===== src/rtl/ipi_pkg.sv =====
package ipi_pkg;
  localparam int CORE_ID_W   = 10;
  localparam int CORE_ID_LSB = 16;

  typedef enum logic [1:0] {
    SEL_PEND  = 2'd0,
    SEL_MASK  = 2'd1,
    SEL_SET   = 2'd2,
    SEL_CLEAR = 2'd3
  } ipi_sel_e;
endpackage


===== src/rtl/ipi_rst_sync.sv =====
module ipi_rst_sync (
  input  logic clk,
  input  logic rst_n,
  output logic rst_sync_n
);
  logic [1:0] sync_q;

  always_ff @(posedge clk or negedge rst_n) begin
    if (!rst_n) begin
      sync_q <= 2'b00;
    end else begin
      sync_q <= {sync_q[0], 1'b1};
    end
  end

  assign rst_sync_n = sync_q[1];
endmodule


===== src/rtl/ipi_send_decode.sv =====
module ipi_send_decode
  import ipi_pkg::*;
#(
  parameter int NUM_CORES = 4,
  parameter int DATA_W    = 32
) (
  input  logic                 clk,
  input  logic                 rst_n,
  input  logic                 send_valid,
  input  logic [DATA_W-1:0]    send_data,
  output logic [NUM_CORES-1:0] hit,
  output logic [DATA_W-1:0]    set_mask,
  output logic                 err_q
);
  localparam int IDX_W = $clog2(DATA_W);

  logic [CORE_ID_W-1:0] target;
  logic                 target_bad;
  logic                 err_d;
  logic                 unused_fields;

  assign target        = send_data[CORE_ID_LSB +: CORE_ID_W];
  assign target_bad    = (target >= CORE_ID_W'(NUM_CORES));
  assign set_mask      = DATA_W'(1) << send_data[IDX_W-1:0];
  assign unused_fields = ^{send_data[DATA_W-1:CORE_ID_LSB+CORE_ID_W],
                           send_data[CORE_ID_LSB-1:IDX_W]};

  for (genvar c = 0; c < NUM_CORES; c++) begin : g_hit
    assign hit[c] = send_valid && (target == CORE_ID_W'(c));
  end

  always_comb begin
    err_d = send_valid && target_bad;
  end

  always_ff @(posedge clk or negedge rst_n) begin
    if (!rst_n) begin
      err_q <= 1'b0;
    end else begin
      err_q <= err_d;
    end
  end
endmodule


===== src/rtl/ipi_core_slice.sv =====
module ipi_core_slice #(
  parameter int DATA_W = 32
) (
  input  logic              clk,
  input  logic              rst_n,
  input  logic              set_hit,
  input  logic [DATA_W-1:0] set_mask,
  input  logic              clr_we,
  input  logic              en_we,
  input  logic [DATA_W-1:0] wdata,
  output logic [DATA_W-1:0] status_q,
  output logic [DATA_W-1:0] enable_q,
  output logic              irq_q
);
  logic [DATA_W-1:0] clr_mask;
  logic [DATA_W-1:0] after_clr;
  logic [DATA_W-1:0] status_d;
  logic [DATA_W-1:0] enable_d;
  logic              status_ce;
  logic              irq_d;
  logic              irq_ce;

  always_comb begin
    clr_mask  = clr_we ? wdata : '0;
    after_clr = status_q & ~clr_mask;
    status_d  = after_clr | (set_hit ? set_mask : '0);
    status_ce = set_hit | clr_we;
    enable_d  = wdata;
    irq_ce    = set_hit | clr_we;
    irq_d     = irq_q;
    if (set_hit) begin
      if (after_clr == '0) begin
        irq_d = 1'b1;
      end
    end else if (clr_we && (after_clr == '0)) begin
      irq_d = 1'b0;
    end
  end

  always_ff @(posedge clk or negedge rst_n) begin
    if (!rst_n) begin
      status_q <= '0;
      enable_q <= '0;
      irq_q    <= 1'b0;
    end else begin
      if (status_ce) status_q <= status_d;
      if (en_we)     enable_q <= enable_d;
      if (irq_ce)    irq_q    <= irq_d;
    end
  end
endmodule


===== src/rtl/ipi_reg_port.sv =====
module ipi_reg_port
  import ipi_pkg::*;
#(
  parameter int NUM_CORES = 4,
  parameter int DATA_W    = 32
) (
  input  logic                              clk,
  input  logic                              rst_n,
  input  logic                              reg_valid,
  input  logic                              reg_write,
  input  logic [CORE_ID_W-1:0]              reg_core,
  input  logic [1:0]                        reg_sel,
  input  logic [NUM_CORES-1:0][DATA_W-1:0]  status_all,
  input  logic [NUM_CORES-1:0][DATA_W-1:0]  enable_all,
  output logic [NUM_CORES-1:0]              clr_we,
  output logic [NUM_CORES-1:0]              en_we,
  output logic                              rvalid_q,
  output logic [DATA_W-1:0]                 rdata_q,
  output logic                              err_q
);
  ipi_sel_e          sel;
  logic              core_ok;
  logic              refuse;
  logic [DATA_W-1:0] rd_val;
  logic [DATA_W-1:0] rdata_d;
  logic              err_d;

  assign sel     = ipi_sel_e'(reg_sel);
  assign core_ok = (reg_core < CORE_ID_W'(NUM_CORES));

  for (genvar c = 0; c < NUM_CORES; c++) begin : g_we
    assign clr_we[c] = reg_valid && reg_write && (sel == SEL_CLEAR) &&
                       (reg_core == CORE_ID_W'(c));
    assign en_we[c]  = reg_valid && reg_write && (sel == SEL_MASK) &&
                       (reg_core == CORE_ID_W'(c));
  end

  always_comb begin
    rd_val = '0;
    for (int c = 0; c < NUM_CORES; c++) begin
      if (reg_core == CORE_ID_W'(c)) begin
        case (sel)
          SEL_PEND: rd_val = status_all[c];
          SEL_MASK: rd_val = enable_all[c];
          default:  rd_val = '0;
        endcase
      end
    end
    refuse  = !core_ok ||
              (reg_write && ((sel == SEL_PEND) || (sel == SEL_SET)));
    rdata_d = (reg_write || !core_ok) ? '0 : rd_val;
    err_d   = refuse;
  end

  always_ff @(posedge clk or negedge rst_n) begin
    if (!rst_n) begin
      rvalid_q <= 1'b0;
      rdata_q  <= '0;
      err_q    <= 1'b0;
    end else begin
      rvalid_q <= reg_valid;
      if (reg_valid) begin
        rdata_q <= rdata_d;
        err_q   <= err_d;
      end else begin
        err_q   <= 1'b0;
      end
    end
  end
endmodule


===== src/rtl/ipi_hub.sv =====
module ipi_hub
  import ipi_pkg::*;
#(
  parameter int NUM_CORES = 4,
  parameter int DATA_W    = 32
) (
  input  logic                 clk,
  input  logic                 rst_n,
  input  logic                 send_valid,
  input  logic [DATA_W-1:0]    send_data,
  output logic                 send_err,
  input  logic                 reg_valid,
  input  logic                 reg_write,
  input  logic [9:0]           reg_core,
  input  logic [1:0]           reg_sel,
  input  logic [DATA_W-1:0]    reg_wdata,
  output logic                 reg_rvalid,
  output logic [DATA_W-1:0]    reg_rdata,
  output logic                 reg_err,
  output logic [NUM_CORES-1:0] irq
);
  logic                             rst_core_n;
  logic [NUM_CORES-1:0]             hit;
  logic [DATA_W-1:0]                set_mask;
  logic [NUM_CORES-1:0]             clr_we;
  logic [NUM_CORES-1:0]             en_we;
  logic [NUM_CORES-1:0][DATA_W-1:0] status_all;
  logic [NUM_CORES-1:0][DATA_W-1:0] enable_all;

  ipi_rst_sync u_rst (
    .clk        (clk),
    .rst_n      (rst_n),
    .rst_sync_n (rst_core_n)
  );

  ipi_send_decode #(.NUM_CORES(NUM_CORES), .DATA_W(DATA_W)) u_dec (
    .clk        (clk),
    .rst_n      (rst_core_n),
    .send_valid (send_valid),
    .send_data  (send_data),
    .hit        (hit),
    .set_mask   (set_mask),
    .err_q      (send_err)
  );

  ipi_reg_port #(.NUM_CORES(NUM_CORES), .DATA_W(DATA_W)) u_port (
    .clk        (clk),
    .rst_n      (rst_core_n),
    .reg_valid  (reg_valid),
    .reg_write  (reg_write),
    .reg_core   (reg_core),
    .reg_sel    (reg_sel),
    .status_all (status_all),
    .enable_all (enable_all),
    .clr_we     (clr_we),
    .en_we      (en_we),
    .rvalid_q   (reg_rvalid),
    .rdata_q    (reg_rdata),
    .err_q      (reg_err)
  );

  for (genvar c = 0; c < NUM_CORES; c++) begin : g_core
    ipi_core_slice #(.DATA_W(DATA_W)) u_slice (
      .clk      (clk),
      .rst_n    (rst_core_n),
      .set_hit  (hit[c]),
      .set_mask (set_mask),
      .clr_we   (clr_we[c]),
      .en_we    (en_we[c]),
      .wdata    (reg_wdata),
      .status_q (status_all[c]),
      .enable_q (enable_all[c]),
      .irq_q    (irq[c])
    );
  end
endmodule


===== config.mk =====
export PLATFORM = sky130hd
export DESIGN_NAME = ipi_hub
export DESIGN_NICKNAME = d
export VERILOG_FILES = /design/src/rtl/ipi_pkg.sv /design/src/rtl/ipi_rst_sync.sv /design/src/rtl/ipi_send_decode.sv /design/src/rtl/ipi_core_slice.sv /design/src/rtl/ipi_reg_port.sv /design/src/rtl/ipi_hub.sv
export SDC_FILE = /design/constraint.sdc
export NUM_CORES = 1
export LEC_CHECK = 0
export BUFFER_PORTS_ARGS = -buffer_cell sky130_fd_sc_hd__buf_2
export CAP_MARGIN = 20
export CORE_ASPECT_RATIO = 1.2
export CORE_MARGIN = 3
export CORE_UTILIZATION = 23
export CTS_CLUSTER_SIZE = 24
export DETAILED_ROUTE_END_ITERATION = 10
export SYNTH_ARGS = -nofsm -noshare
export SYNTH_HDL_FRONTEND = slang
export SYNTH_SLANG_ARGS = --single-unit

===== constraint.sdc =====
create_clock -name clk -period 9.4 [get_ports clk]
set_input_delay 0.47 -clock clk [delete_from_list [all_inputs] [get_ports clk]]
set_output_delay 0.47 -clock clk [all_outputs]
set_load 0.01 [all_outputs]

==> summary.md <==
| Metric | Value |
|---|---|
| First DRT Iteration DRCs | `about 1,100` |
| Num rows | `around 100` |
| Synth Area per Inst | `10.9 um^2` |
| Vias per cell | `5.35` |
| Slowest cell on crit path | `o41ai_1` |
| Initial core utilization | `23.3%` |
| DR WL/cell | `23.0 um` |
| # setup viols final | `0` |
| Post-Syn Nets | `1,460` |
| Clock Path Buffers | `3` |
| Max transition margin | `around 22%` |
| Number of global-route vias before repair | `12,200` |
| ANT nets after route | `0` |
| Worst-Skew Late Latency | `0.59 ns` |
| Setup CP Type | `in2reg` |
| CP Buf/Inv Count | `3` |
| Vias | `roughly 12,000` |
| Final worst-path cycle share | `44.8%` |
| YS warnings | `0` |
| Synth cell types | `44` |
| Critical Path Fanout Max | `87` |
| Area growth syn-to-layout | `14.4%` |
| Grt ovf | `0` |
| Mapped Cells | `1,379` |
| Die height | `286 um` |
| Maxcap violations | `0` |
| Ys async rst share | `between 90% and 100%` |
| Initial DRT Pass Iterations | `5` |
| Die width | `240 um` |
| I/O Pins | `120` |
| Core Area | `64,700 um^2` |
| Class of the worst hold path | `in2reg` |
| Synth Cell Area | `15,100 um^2` |
| Fillers | `6,679` |
| Flop2flop setup slack | `6.79 ns` |
| VDD IR-drop max | `0.000135 V` |
| CP arrival | `4.60 ns` |
| Synth area leader | `dfrtp_1` |
| IO buf count | `102` |
| Worst Skew | `0.0300 ns` |
| Top FF cell, synth | `dfrtp_1` |
| Clk sinks | `297` |
| Die area | `68,600 um^2` |
| Min Tclk post-route | `4.21 ns` |
| WHS | `0.196 ns` |
| GR Util All Layers | `between 10 and 15%` |
| CTS tree | `yes` |
| Status | `completed` |
| Final Net Count | `1,483` |
| Root Driver | `clkbuf_16` |
| RD Place Congestion | `0.861` |
| Worst Setup Start Kind | `input pin` |
| CTS Buf Count | `31` |
| Initial antenna violation count | `10` |
| Synth area leaders | `dfrtp_1 (49%), mux2_2 (8.6%), mux2i_1 (8.5%), o41ai_1 (6.9%), o21ai_0 (4.2%)` |
| Worst path cell trace | `buf_6, nand4_1, buf_4, buf_4, o41ai_1, nand4_1, nor4_1, o2111ai_1, mux2i_1` |
| Synth top area share | `roughly half` |
| PwrDens | `154 nW/um^2` |
| Core Util, Final | `a little over a quarter` |
| Leakage power | `7.44 nW` |
| Most frequent cell after synthesis | `dfrtp_1` |
| Share of layout cells above drive strength 1 | `23.0%` |
| Worst slew pin tran | `1.17 ns` |
| Worst-path clk slew | `0.06 ns` |
| Worst path max stage delay | `slightly below 0.9 ns` |
| Power Total | `2.65 mW` |
| Achievable Freq | `0.238 GHz` |
| Quantity of gates resized following cts | `0` |
| HPWL after DPL | `roughly 33 mm` |
| Post-route DRC | `0` |
| Post-Route WL | `52.0 mm` |
| H-tree Lvls | `1` |
| Post-synthesis sequential area ratio | `around 49%` |
| Delay-heaviest family, CP | `buffers and inverters` |
| WP data required | `9.80 ns` |
| Flops & latches, synth | `~300` |
| First-pass GRT wire length | `78.7 mm` |
| Post-synth EDFFs | `0` |
| Fin. max-slew vios | `0` |
| RSZ-0062 raised after global routing | `false` |
| Setup TNS | `0 ns` |
| Post-synth top cells | `dfrtp_1 (297), mux2i_1 (128), o21ai_0 (126), o41ai_1 (118), mux2_2 (115)` |
| Final hold vios | `0` |
| Crit end category | `register` |
| Pin count of the biggest net entering global routing | `88` |
[layout make-up]
class                   instances  area [um^2]  area share (%)
flip-flops and latches        297         7440            43.1
multi-input cells             908         6920            40.2
well taps                     832         1040            6.04
clock buffers                  48          890            5.16
repair buffers                126          704            4.09
inverters                      38          143           0.828
clock inverters                 6         83.8           0.486
diodes                          5         12.5          0.0726
[per-layer routing]
| metal | part of all wire (%) | track usage, % |
|---|---|---|
| met4 | 2.7 | 4.73 |
| met5 | 0.13 | 0 |
| met3 | 8.5 | 3.43 |
| met2 | 47 | 23.9 |
| met1 | 42 | 19.6 |
[tightest hold or removal path, delay by kind of cell]
family | cells | cell delay (ns)
AO/OA/AOI/OAI | 1 | 0.08
buffers and inverters | 1 | 0.13
AND/OR/NAND/NOR | 1 | 0.06
[per-stage QoR]
step                instance area, um^2  std cells  setup slack (ns)
finish                            17200       2260              5.19
global route                      17200       2256              5.02
CTS                               17200       2255              5.19
detailed placement                16200       2200              4.61
global placement                  16200       2200              4.73
floorplan                         15100       1379             0.510
[final timing paths]
| path | start | depth (start not counted) | to |
|---|---|---|---|
| setup / recovery | reg_sel[0] | 9 | g_core[0].u_slice.irq_q |
| hold / removal | reg_write | 3 | u_port.err_q |
| setup reg to reg | u_rst.sync_q[1] | 2 | u_port.rdata_q[1] |
| hold reg to reg | u_rst.sync_q[0] | 0 | u_rst.sync_q[1] |
| max in group asynchronous | u_rst.sync_q[1] | 2 | u_port.rdata_q[1] |
| min in group asynchronous | rst_n | 2 | u_rst.sync_q[1] |
[registers in the layout, summed over array words and instances (netlist names)]
name / cells
u_port.rvalid_q: 1
g_core.u_slice.irq_q: 4
u_dec.err_q: 1
g_core.u_slice.enable_q: 128
u_port.err_q: 1
g_core.u_slice.status_q: 128
u_port.rdata_q: 32
u_rst.sync_q: 2
[power breakdown]
group	internal, mW	switching (mW)
Clock	0.699	0.510
Sequential	1.28	0.00662
Combinational	0.0439	0.112
[timing repair]
action,in CTS,in global routing
hold buffers,1,0
buffers inserted,0,0
hold endpoints to repair,2,0
[logic make-up (layout without fill, tap and decap cells)]
group	Yosys count	count (layout)	synth area share, %
flops	297	297	49.3
other cells	1	6	0.0249
compound gates	356	356	15.9
simple gates	292	292	11.4
mux	259	259	18.4
buf+inv	174	218	4.99
[cells in the final DEF (no fill, tap or decap), drive strengths merged, types with 6 or more instances in the layout]
cell type	Yosys	routed
buf	52	125
clkbuf	84	48
dfrtp	297	297
inv	38	39
mux2	130	130
mux2i	128	128
nand2	50	50
nand3	38	38
nand3b	58	58
nand4	32	32
nor2	47	47
nor3	6	6
nor4	7	7
o21ai	126	126
o22ai	95	95
o41ai	119	119
or3b	31	31
or4	6	6
No activity file was read; power rests on OpenSTA's default activity.
